[config.mk]
export PLATFORM = sky130hd
export DESIGN_NAME = burst_addr_gen
export DESIGN_NICKNAME = d
export VERILOG_FILES = /design/src/rtl/burst_pkg.sv /design/src/rtl/burst_ctrl.sv /design/src/rtl/burst_datapath.sv /design/src/rtl/burst_addr_gen.sv
export SDC_FILE = /design/constraint.sdc
export NUM_CORES = 1
export LEC_CHECK = 0
export ABC_AREA = 1
export CORE_MARGIN = 2
export CORE_UTILIZATION = 33
export DETAILED_ROUTE_END_ITERATION = 10
export HOLD_SLACK_MARGIN = 0.15
export PLACE_DENSITY = 0.7
export SYNTH_ARGS = -nofsm -noshare
export SYNTH_HDL_FRONTEND = slang
export SYNTH_SLANG_ARGS = --single-unit
[constraint.sdc]
create_clock -name clk -period 0.85 [get_ports clk]
set_input_delay 0.17 -clock clk [delete_from_list [all_inputs] [get_ports clk]]
set_output_delay 0.17 -clock clk [all_outputs]
set_load 0.01 [all_outputs]
[src/rtl/burst_pkg.sv]
package burst_pkg;
  // Strobes issued by the control block to the datapath each cycle
  typedef struct packed {
    logic load;   // capture start address, restart beat index
    logic step;   // advance beat index by one
  } ctrlStrobes_t;
endpackage

[src/rtl/burst_ctrl.sv]
module burst_ctrl
  import burst_pkg::*;
(
  input  logic         clk,
  input  logic         rstN,
  input  logic         loadStb,
  input  logic         advN,
  output ctrlStrobes_t strb
);
  // Load wins; advance only counts when no load is present
  always_comb begin
    strb.load = loadStb;
    strb.step = ~advN & ~loadStb;
  end

  assert_prio_R3: assert property (@(posedge clk) disable iff (!rstN)
    loadStb |-> (strb.load && !strb.step));

  assert_step_R4: assert property (@(posedge clk) disable iff (!rstN)
    (!loadStb && !advN) |-> strb.step);
endmodule

[src/rtl/burst_datapath.sv]
module burst_datapath
  import burst_pkg::*;
#(
  parameter int ADDR_W = 8,
  parameter int BEAT_W = 2
) (
  input  logic              clk,
  input  logic              rstN,
  input  ctrlStrobes_t      strb,
  input  logic              modeSel,
  input  logic [ADDR_W-1:0] startAddr,
  output logic [ADDR_W-1:0] burstAddr
);
  localparam int UP_W = ADDR_W - BEAT_W;
  localparam logic [BEAT_W-1:0] ONE = BEAT_W'(1);

  logic [BEAT_W-1:0] startOff;
  logic [BEAT_W-1:0] beatCnt;
  logic [UP_W-1:0]   upperReg;
  logic [BEAT_W-1:0] curOff;

  always_ff @(posedge clk) begin
    if (!rstN) begin
      startOff <= '0;
      beatCnt  <= '0;
      upperReg <= '0;
    end else if (strb.load) begin
      startOff <= startAddr[BEAT_W-1:0];
      upperReg <= startAddr[ADDR_W-1:BEAT_W];
      beatCnt  <= '0;
    end else if (strb.step) begin
      beatCnt  <= beatCnt + ONE;
    end
  end

  // Ordering applied after the registers, so a mode change acts at once
  always_comb begin
    if (modeSel) curOff = startOff ^ beatCnt;  // interleaved
    else         curOff = startOff + beatCnt;  // linear, wraps
  end

  assign burstAddr = {upperReg, curOff};

  assert_step_R4: assert property (@(posedge clk) disable iff (!rstN)
    strb.step |=> beatCnt == $past(beatCnt) + ONE);

  assert_hold_R5: assert property (@(posedge clk) disable iff (!rstN)
    (!strb.load && !strb.step) |=> ($stable(beatCnt) && $stable(startOff)));

  assert_upper_R9: assert property (@(posedge clk) disable iff (!rstN)
    !strb.load |=> $stable(upperReg));

  assert_restart_R2: assert property (@(posedge clk) disable iff (!rstN)
    strb.load |=> beatCnt == '0);
endmodule

[src/rtl/burst_addr_gen.sv]
module burst_addr_gen
  import burst_pkg::*;
#(
  parameter int ADDR_W = 8,
  parameter int BEAT_W = 2
) (
  input  logic              clk,
  input  logic              rstN,
  input  logic              loadStb,
  input  logic              advN,
  input  logic              modeSel,
  input  logic [ADDR_W-1:0] startAddr,
  output logic [ADDR_W-1:0] burstAddr
);
  ctrlStrobes_t strb;

  burst_ctrl uCtrl (
    .clk(clk), .rstN(rstN), .loadStb(loadStb), .advN(advN), .strb(strb)
  );

  burst_datapath #(.ADDR_W(ADDR_W), .BEAT_W(BEAT_W)) uDp (
    .clk(clk), .rstN(rstN), .strb(strb), .modeSel(modeSel),
    .startAddr(startAddr), .burstAddr(burstAddr)
  );

  assert_load_R2: assert property (@(posedge clk) disable iff (!rstN)
    loadStb |=> burstAddr == $past(startAddr));

  assert_upper_hold_R9: assert property (@(posedge clk) disable iff (!rstN)
    !loadStb |=> burstAddr[ADDR_W-1:BEAT_W] == $past(burstAddr[ADDR_W-1:BEAT_W]));
endmodule

; ---- Word-level counts from Yosys, hierarchy flattened
; Cells that the tools add are included.
[classes]
addsub = 2
n_mux = 1
bitwise = 5
n_reduce_logical = 1
[op_table]
columns = cell, n
row1 = $not 1->1, 3
row2 = $add 2x1->2 const B, 1
row3 = $add 2x2->2, 1
row4 = $mux 2, 1
row5 = $reduce_or 2->1, 1
row6 = $xor 2x2->2, 1
row7 = $and 1x1->1, 1
[word_totals]
ff_bits = 10
in_bits = 13
elab_cells = 12

; ---- Longest topological paths before layout
; Gate-level depths: netlist of run 1.
[depth]
ltp_word = 2
ltp_mapped = 6
mapped_depth_nobuf = 6

; ---- By module
; From an unflattened synthesis of run 1, not the netlist that was laid out.
[hier_totals]
hier_cells = 61
area_unflattened_um2 = 426.7
[modules_own_cells]
columns = module, instances, cells_per_inst, area_per_inst_um2, seq_area_each_um2
row1 = burst_datapath, 1, 59, 415.4, 200.2
row2 = burst_ctrl, 1, 2, 11.3, 0.0

; ---- Worst setup path before layout of run 1
; No wires, ideal clock.
[synth_path]
path_kind = register to output
from = register uDp.beatCnt[0]
to = output port burstAddr[1]
arrival_time_ns = 0.736
path_slack_ns = -0.056
stages_incl_launch_ff = 7
n_path_buf = 0
path_cell_list = dfxtp_1 ha_1 inv_1 nor2_1 nand3_1 nand2_1 inv_1
[synth_between]
elab_chain_len = 2
[synth_lines]
columns = element, line_no
row1 = start: declaration, burst_datapath.sv:18  ; logic [BEAT_W-1:0] beatCnt;
row2 = start signal: assignment, burst_datapath.sv:32  ; beatCnt <= beatCnt + ONE;
row3 = $add 2x2->2, burst_datapath.sv:39  ; else curOff = startOff + beatCnt;
row4 = $mux 2, burst_datapath.sv:38  ; if (modeSel) curOff = startOff ^ beatCnt;
row5 = end: declaration, burst_addr_gen.sv:13  ; output logic [ADDR_W-1:0] burstAddr
; No other way between the ends.

; ---- Final worst setup path of run 1
; Same ends and word-level chain as after synthesis.

==> results by group, run 1 <==
Outcome
  • Result of the run: finished with violations
  • Violated checks: negative setup slack

Global route
  • Number of global-route vias before repair: 411
  • GR Util All Layers: 14.2%
  • Initial antenna violation count: 0
  • Pin count of the biggest net entering global routing: 11
  • First-pass GRT wire length: 1570 µm
  • Overflow left after global routing: 0

Setup path
  • Critical setup path kind: reg -> out
  • R2R depth: 5
  • Internal reg-to-reg setup slack: 0.06 ns
  • Biggest fanout along the worst timing path: 2
  • Data arrival, critical path: 1.13 ns
  • Setup crit end kind: primary output
  • Data required time at the worst endpoint: 0.68 ns
  • Launching element type of the critical path: flop
  • Endpoint of the worst register-to-register path: uDp.beatCnt[1]$_SDFFE_PP0P_
  • Reg-to-reg startpoint: uDp.beatCnt[0]$_SDFFE_PP0P_

Clock tree
  • Total clock buffers created by CTS: 3
  • Number of clock sinks seen by CTS: 10
  • Cell at the root of the clock tree: clkbuf_4
  • Clock H-tree levels: 1
  • Maximum root-to-sink buffer count: 2
  • Clock transition at the registers of the reported paths: 0.07 ns
  • Insertion delay of the later-clocked pin in the worst-skew pair: 0.26 ns
  • Clock tree from TritonCTS: built

Die
  • Placement row count: 13
  • Die extent in x: 40.1 µm
  • Core Area: 1250 µm²
  • Die span in y: 40.1 µm
  • Initial standard-cell utilization of the core: 34.4%
  • Floorplan die area: 1610 µm²
  • Number of primary I/O pins: 21

STA
  • Final worst-path cycle share: 153%
  • Final number of max-transition violations: 0
  • Relative slew slack: 87.3%
  • Worst Setup Slack, final: -0.448 ns
  • Setup TNS: -0.835 ns
  • Worst-margin pin slew: 0.191 ns
  • Final setup violating endpoints: 8
  • Unrepaired setup endpoints after global routing: yes
  • Final period demand of the worst path: 1.30 ns
  • Max Clock Skew: 0.00291 ns
  • Maximum clock frequency: 770 MHz
  • Final hold violation count: 0

Place
  • Post-Place Worst Slack: -0.704 ns
  • DP HPWL: 673 µm
  • Global placer's final weighted congestion: 0.599
  • Count of buffers inserted at the top-level ports: 20

Layout
  • Proportion of layout cells with a drive suffix above 1: 41.1%
  • Final net count: 105
  • Area growth, synth to finish: 80.2%
  • Fill cells: 118
  • Antenna cell count: 0

Yosys
  • Total of warnings raised by yosys: 0
  • Cells taking the most area after synthesis: dfxtp_1 47%, nor2_1 15%, o21ai_0 8.1%
  • Sequential element share of the synthesized area: 46.5%
  • Synth area leader: dfxtp_1
  • Most instantiated library cell after synthesis: nor2_1
  • Dominant synthesized flop cell: dfxtp_1
  • Count of different cell masters after synthesis: 15
  • Number of enable flip-flop cells after synthesis: 0
  • Proportion of netlist area held by the largest area contributor: 46.5%
  • Fraction of registers with async set or reset after synthesis: 0%
  • Mapped cell area: 430 µm²
  • Net count after synthesis: 73
  • Post-Synthesis Cells: 59
  • Mean instance size in the synthesized netlist: 7.30 µm²
  • Synthesis-stage register bit count: 10
  • Commonest cells post-synth: 17 x nor2_1, 10 x dfxtp_1, 8 x nand2_1, 7 x o21ai_0, 6 x inv_1

Power
  • Power density cells: 1550 nW/µm²
  • Highest ir drop seen on vdd: 1.01 mV
  • Leakage component of the power: 0.355 nW

Routing
  • Total wire length after detailed routing: 942 µm
  • Final antenna-violating net count: 0
  • DRC viols: 0
  • Via density per instance: 4.38
  • Via Count: 460
  • Iter 0 DRT Violations: 10
  • Routed wire length per instance: 8.97 µm
  • First drt pass iteration count: 4

Min path
  • Hold endpoint: uDp.upperReg[4]$_SDFFE_PN0P_
  • Worst min-delay path class: in -> reg
  • Cell depth of the worst hold path: 3
  • Launch point of the worst hold path: loadStb

Flow run
  • Number of maximum-capacitance constraint violations: 0
-- stage by stage --
step / hold slack, ns / std cells / cell area [µm²] / util (%) / power, mW
2_1_floorplan: 0.305 / 59 / 430 / - / 0.604
3_3_place_gp: 0.481 / 100 / 694 / 55.4 / 0.750
3_5_place_dp: 0.487 / 100 / 694 / 55.4 / 0.753
4_1_cts: 0.434 / 105 / 769 / 61.4 / 1.21
5_1_grt: 0.462 / 105 / 776 / 61.9 / 1.27
6_report: 0.441 / 105 / 776 / 61.9 / 1.20
-- flip-flops by register name, indices dropped and copies added (netlist names) --
register	count
uDp.startOff	2
uDp.upperReg	6
uDp.beatCnt	2
-- worst max-delay path by stage --
stage	depth (start not counted)	slack, ns	to	start
4_1_cts	7	-0.48	burstAddr[1]	uDp.startOff[0]$_SDFFE_PN0P_
2_1_floorplan	6	-0.06	burstAddr[1]	uDp.beatCnt[0]$_SDFFE_PP0P_
3_3_place_gp	7	-0.68	burstAddr[1]	modeSel
6_report	7	-0.45	burstAddr[1]	uDp.beatCnt[0]$_SDFFE_PP0P_
5_1_grt	7	-0.52	burstAddr[1]	uDp.startOff[0]$_SDFFE_PN0P_
3_5_place_dp	7	-0.70	burstAddr[1]	modeSel
-- critical path, cell delays in order (launching register included) --
cell and delay, ns:
dfxtp_2 0.35, ha_4 0.14, inv_2 0.03, nor2_1 0.07, nand3_1 0.07, nand2_1 0.07, inv_2 0.04, buf_6 0.11
-- where the power goes --
group,internal (mW),switching (mW)
combinational,0.152,0.0929
clock,0.260,0.168
sequential,0.503,0.0225
total,0.915,0.284
-- layout by cell type (no fill, tap or decap) --
| cell | synthesis | routed |
|---|---|---|
| clkdlybuf4s50_1 | 0 | 11 |
| clkbuf_4 | 0 | 3 |
| inv_1 | 6 | 4 |
| clkbuf_8 | 0 | 1 |
| dfxtp_2 | 0 | 8 |
| dlygate4sd2_1 | 0 | 1 |
| nand3_1 | 2 | 2 |
| a21oi_1 | 1 | 1 |
| buf_6 | 0 | 9 |
| inv_2 | 1 | 3 |
| inv_4 | 1 | 1 |
| nand2_1 | 8 | 8 |
| nand2_2 | 1 | 1 |
| buf_4 | 0 | 6 |
| o21ai_1 | 1 | 1 |
| nor2_1 | 17 | 16 |
| nor2_2 | 1 | 2 |
| ha_4 | 0 | 1 |
| dfxtp_1 | 10 | 2 |
| nand2_4 | 1 | 1 |
| nor3b_2 | 1 | 1 |
| o21ai_0 | 7 | 7 |
-- metal layers --
| layer | part of all wire [%] | vias to the layer above | wire [µm] | global-route usage (%) |
|---|---|---|---|---|
| li1 | - | 246 | - | - |
| met1 | 42 | 196 | 399 | 16.9 |
| met2 | 50 | 18 | 469 | 25.0 |
| met3 | 7.7 | 0 | 73 | 2.22 |
| met4 | 0 | 0 | 0 | 6.03 |
| met5 | 0 | - | 0 | 0 |
-- logic make-up (layout without fill, tap and decap cells) --
logic type	after synthesis	after routing	synth area share, %
simple gates	31	31	32.6
flops	10	10	46.5
compound gates	9	9	10.5
buf+inv	8	39	7.56
fa+ha+maj	1	1	2.91
-- cell type report --
| cell class | instances | area (µm²) | area share (%) |
|---|---|---|---|
| Tap cell | 15 | 18.8 | 2.42 |
| Sequential cell | 10 | 210 | 27.1 |
| Inverter | 8 | 32.5 | 4.19 |
| Multi-Input combinational cell | 41 | 213 | 27.4 |
| Clock buffer | 4 | 36.3 | 4.68 |
| Timing Repair Buffer | 27 | 265 | 34.2 |
-- what timing repair did --
item,CTS,global route
hold buffers,0,0
buffers inserted,1,0
pin swaps,2,2
endpoints found under the setup margin,16,11
gates resized for setup,52,2
gates cloned,0,0
Power figures use the tool's default switching activity.
==> inputs of run 2 (changes only) <==
- CORE_MARGIN: 2 -> 3
==> run 2 against run 1 <==
Against the previous run: the flow still finishes with violations (negative setup slack); fmax is 0.64% higher; non-clock buffer count is 2 lower; die area is 10% higher; utilization is 3.0 points higher; register-to-register slack hardly changed; final cell count is 2.9% lower; critical endpoint unchanged; largest cell class unchanged; highest routed layer is now met4.
==> results by group, run 2 (synthesis results as in run 1) <==
Min path
  • Worst min-delay path class: in -> reg

Die
  • Die extent in x: 42.1 µm
  • Placement row count: 12
  • Initial standard-cell utilization of the core: 36.8%
  • Core Area: 1170 µm²
  • Die span in y: 42.1 µm
  • Floorplan die area: 1770 µm²
  • Number of primary I/O pins: 21

Global route
  • Initial antenna violation count: 0
  • Pin count of the biggest net entering global routing: 11
  • GR Util All Layers: 11.3%
  • First-pass GRT wire length: 1560 µm
  • Overflow left after global routing: 0
  • Number of global-route vias before repair: 410

Setup path
  • WP buf/inv: 3
  • Launching element type of the critical path: flop
  • Critical setup path kind: reg -> out
  • Data arrival, critical path: 1.12 ns
  • Max stage delay cell, worst path: dfxtp_2
  • Crit path largest cell delay: 0.36 ns
  • Biggest fanout along the worst timing path: 2
  • Cells traversed along the worst timing path: ha_4, inv_2, nor2_2, nand3_1, nand2_1, inv_2, buf_6
  • Most numerous cell on the critical path: inv_2
  • Setup crit end kind: primary output
  • Data required time at the worst endpoint: 0.68 ns
  • Largest delay contributor family on the critical path: flip-flops

Layout
  • Proportion of layout cells with a drive suffix above 1: 40.9%
  • Top library cells by usage in the layout, fill and taps aside: 15 x nor2_1, 10 x clkdlybuf4s50_1, 8 x nand2_1, 8 x buf_6, 8 x dfxtp_2
  • Register name with the most flops: uDp.upperReg
  • Core utilization of the finished layout: 65.0%
  • Biggest regs: uDp.upperReg: 6 flops, uDp.beatCnt: 2 flops, uDp.startOff: 2 flops
  • Most common cell after layout, fill and taps aside: nor2_1
  • Final net count: 103
  • Antenna cell count: 0
  • Area growth, synth to finish: 76.7%
  • Post-route cell area: 761 µm²
  • Largest register FFs: 6
  • Fill cells: 105

Routing
  • Total wire length after detailed routing: 937 µm
  • Routed wire length per instance: 9.19 µm
  • First drt pass iteration count: 3
  • Via Count: 450
  • Final antenna-violating net count: 0
  • DRC viols: 0
  • Via density per instance: 4.41
  • Iter 0 DRT Violations: 2

STA
  • Final number of max-transition violations: 0
  • Worst-margin pin slew: 0.143 ns
  • Worst Setup Slack, final: -0.440 ns
  • Final setup violating endpoints: 8
  • Maximum clock frequency: 775 MHz
  • Unrepaired setup endpoints after global routing: yes
  • Max Clock Skew: 0.000949 ns
  • Final worst-path cycle share: 152%
  • Final hold violation count: 0
  • Final period demand of the worst path: 1.29 ns
  • Relative slew slack: 90.4%

Power
  • Highest ir drop seen on vdd: 0.950 mV
  • Power density cells: 1570 nW/µm²
  • Leakage component of the power: 0.353 nW

Place
  • Global placer's final weighted congestion: 0.683
  • Count of buffers inserted at the top-level ports: 20
  • Area after DPL: 686 µm²
  • DP HPWL: 703 µm

Clock tree
  • Clock transition at the registers of the reported paths: 0.07 ns
  • Insertion delay of the later-clocked pin in the worst-skew pair: 0.26 ns
  • Total clock buffers created by CTS: 3
  • Number of buffers inserted by post-CTS setup repair: 0
  • Clock tree from TritonCTS: built
  • Number of buffers added to fix hold violations after cts: 0
  • Maximum root-to-sink buffer count: 2
  • Cell at the root of the clock tree: clkbuf_4
  • Clock H-tree levels: 1
  • Number of clock sinks seen by CTS: 10

Flow run
  • Number of maximum-capacitance constraint violations: 0

Outcome
  • Result of the run: finished with violations
  • Violated checks: negative setup slack
run 2: cell types whose count changed in the layout (fill, tap and decap cells not counted), sizes merged:
cell           change
dlymetal6s2s       +1
clkdlybuf4s50      -1
buf                -2
run 2: worst min-delay path, cell delays in order:
cell and delay (ns):
dlymetal6s2s_1 0.12, nand2_1 0.05, nor3b_2 0.14
run 2: final timing paths:
kind,start,to,slack (ns),cells after the start
worst min register to register,uDp.upperReg[1]$_SDFFE_PN0P_,uDp.upperReg[1]$_SDFFE_PN0P_,0.50,2
worst max-delay path,uDp.startOff[0]$_SDFFE_PN0P_,burstAddr[1],-0.44,7
worst min-delay path,advN,uDp.beatCnt[0]$_SDFFE_PP0P_,0.25,3
worst max register to register,uDp.beatCnt[0]$_SDFFE_PP0P_,uDp.beatCnt[1]$_SDFFE_PP0P_,0.05,5
run 2: layout make-up:
type	instances	area, µm²	area share [%]
Clock buffer	4	36.3	4.77
Sequential cell	10	210	27.6
Timing Repair Buffer	25	249	32.7
Multi-Input combinational cell	41	215	28.3
Inverter	8	32.5	4.28
Tap cell	14	17.5	2.30
run 2: metrics by stage:
step                      setup TNS (ns)  hold slack, ns  total power, mW  worst slack, ns  std cells
final                             -0.819           0.248             1.19           -0.440        102
after global routing               -1.08           0.294             1.24           -0.553        102
after CTS                         -0.895           0.378             1.20           -0.470        102
after detailed placement           -4.77           0.487            0.752           -0.708         98
after global placement             -4.62           0.474            0.748           -0.683         98
after floorplan                  -0.0563           0.305            0.604          -0.0563         59
run 2: repair_timing:
item,in CTS,in global routing
gates resized for setup,54,2
setup endpoints to repair,15,10
pin swaps,2,1
run 2: per-layer routing:
layer	GRT usage (%)	vias up	part of all wire, %
met2	16.7	15	47
met1	13.4	192	43
met5	0	-	0
li1	-	241	-
met4	7.45	0	0.53
met3	4.29	2	8.8
run 2: power by group:
| group | leakage, nW | internal (mW) | switching, mW |
|---|---|---|---|
| combinational | 0.247 | 0.144 | 0.0935 |
| clock | 0.0210 | 0.260 | 0.170 |
| sequential | 0.0852 | 0.503 | 0.0208 |
| total | 0.353 | 0.907 | 0.285 |
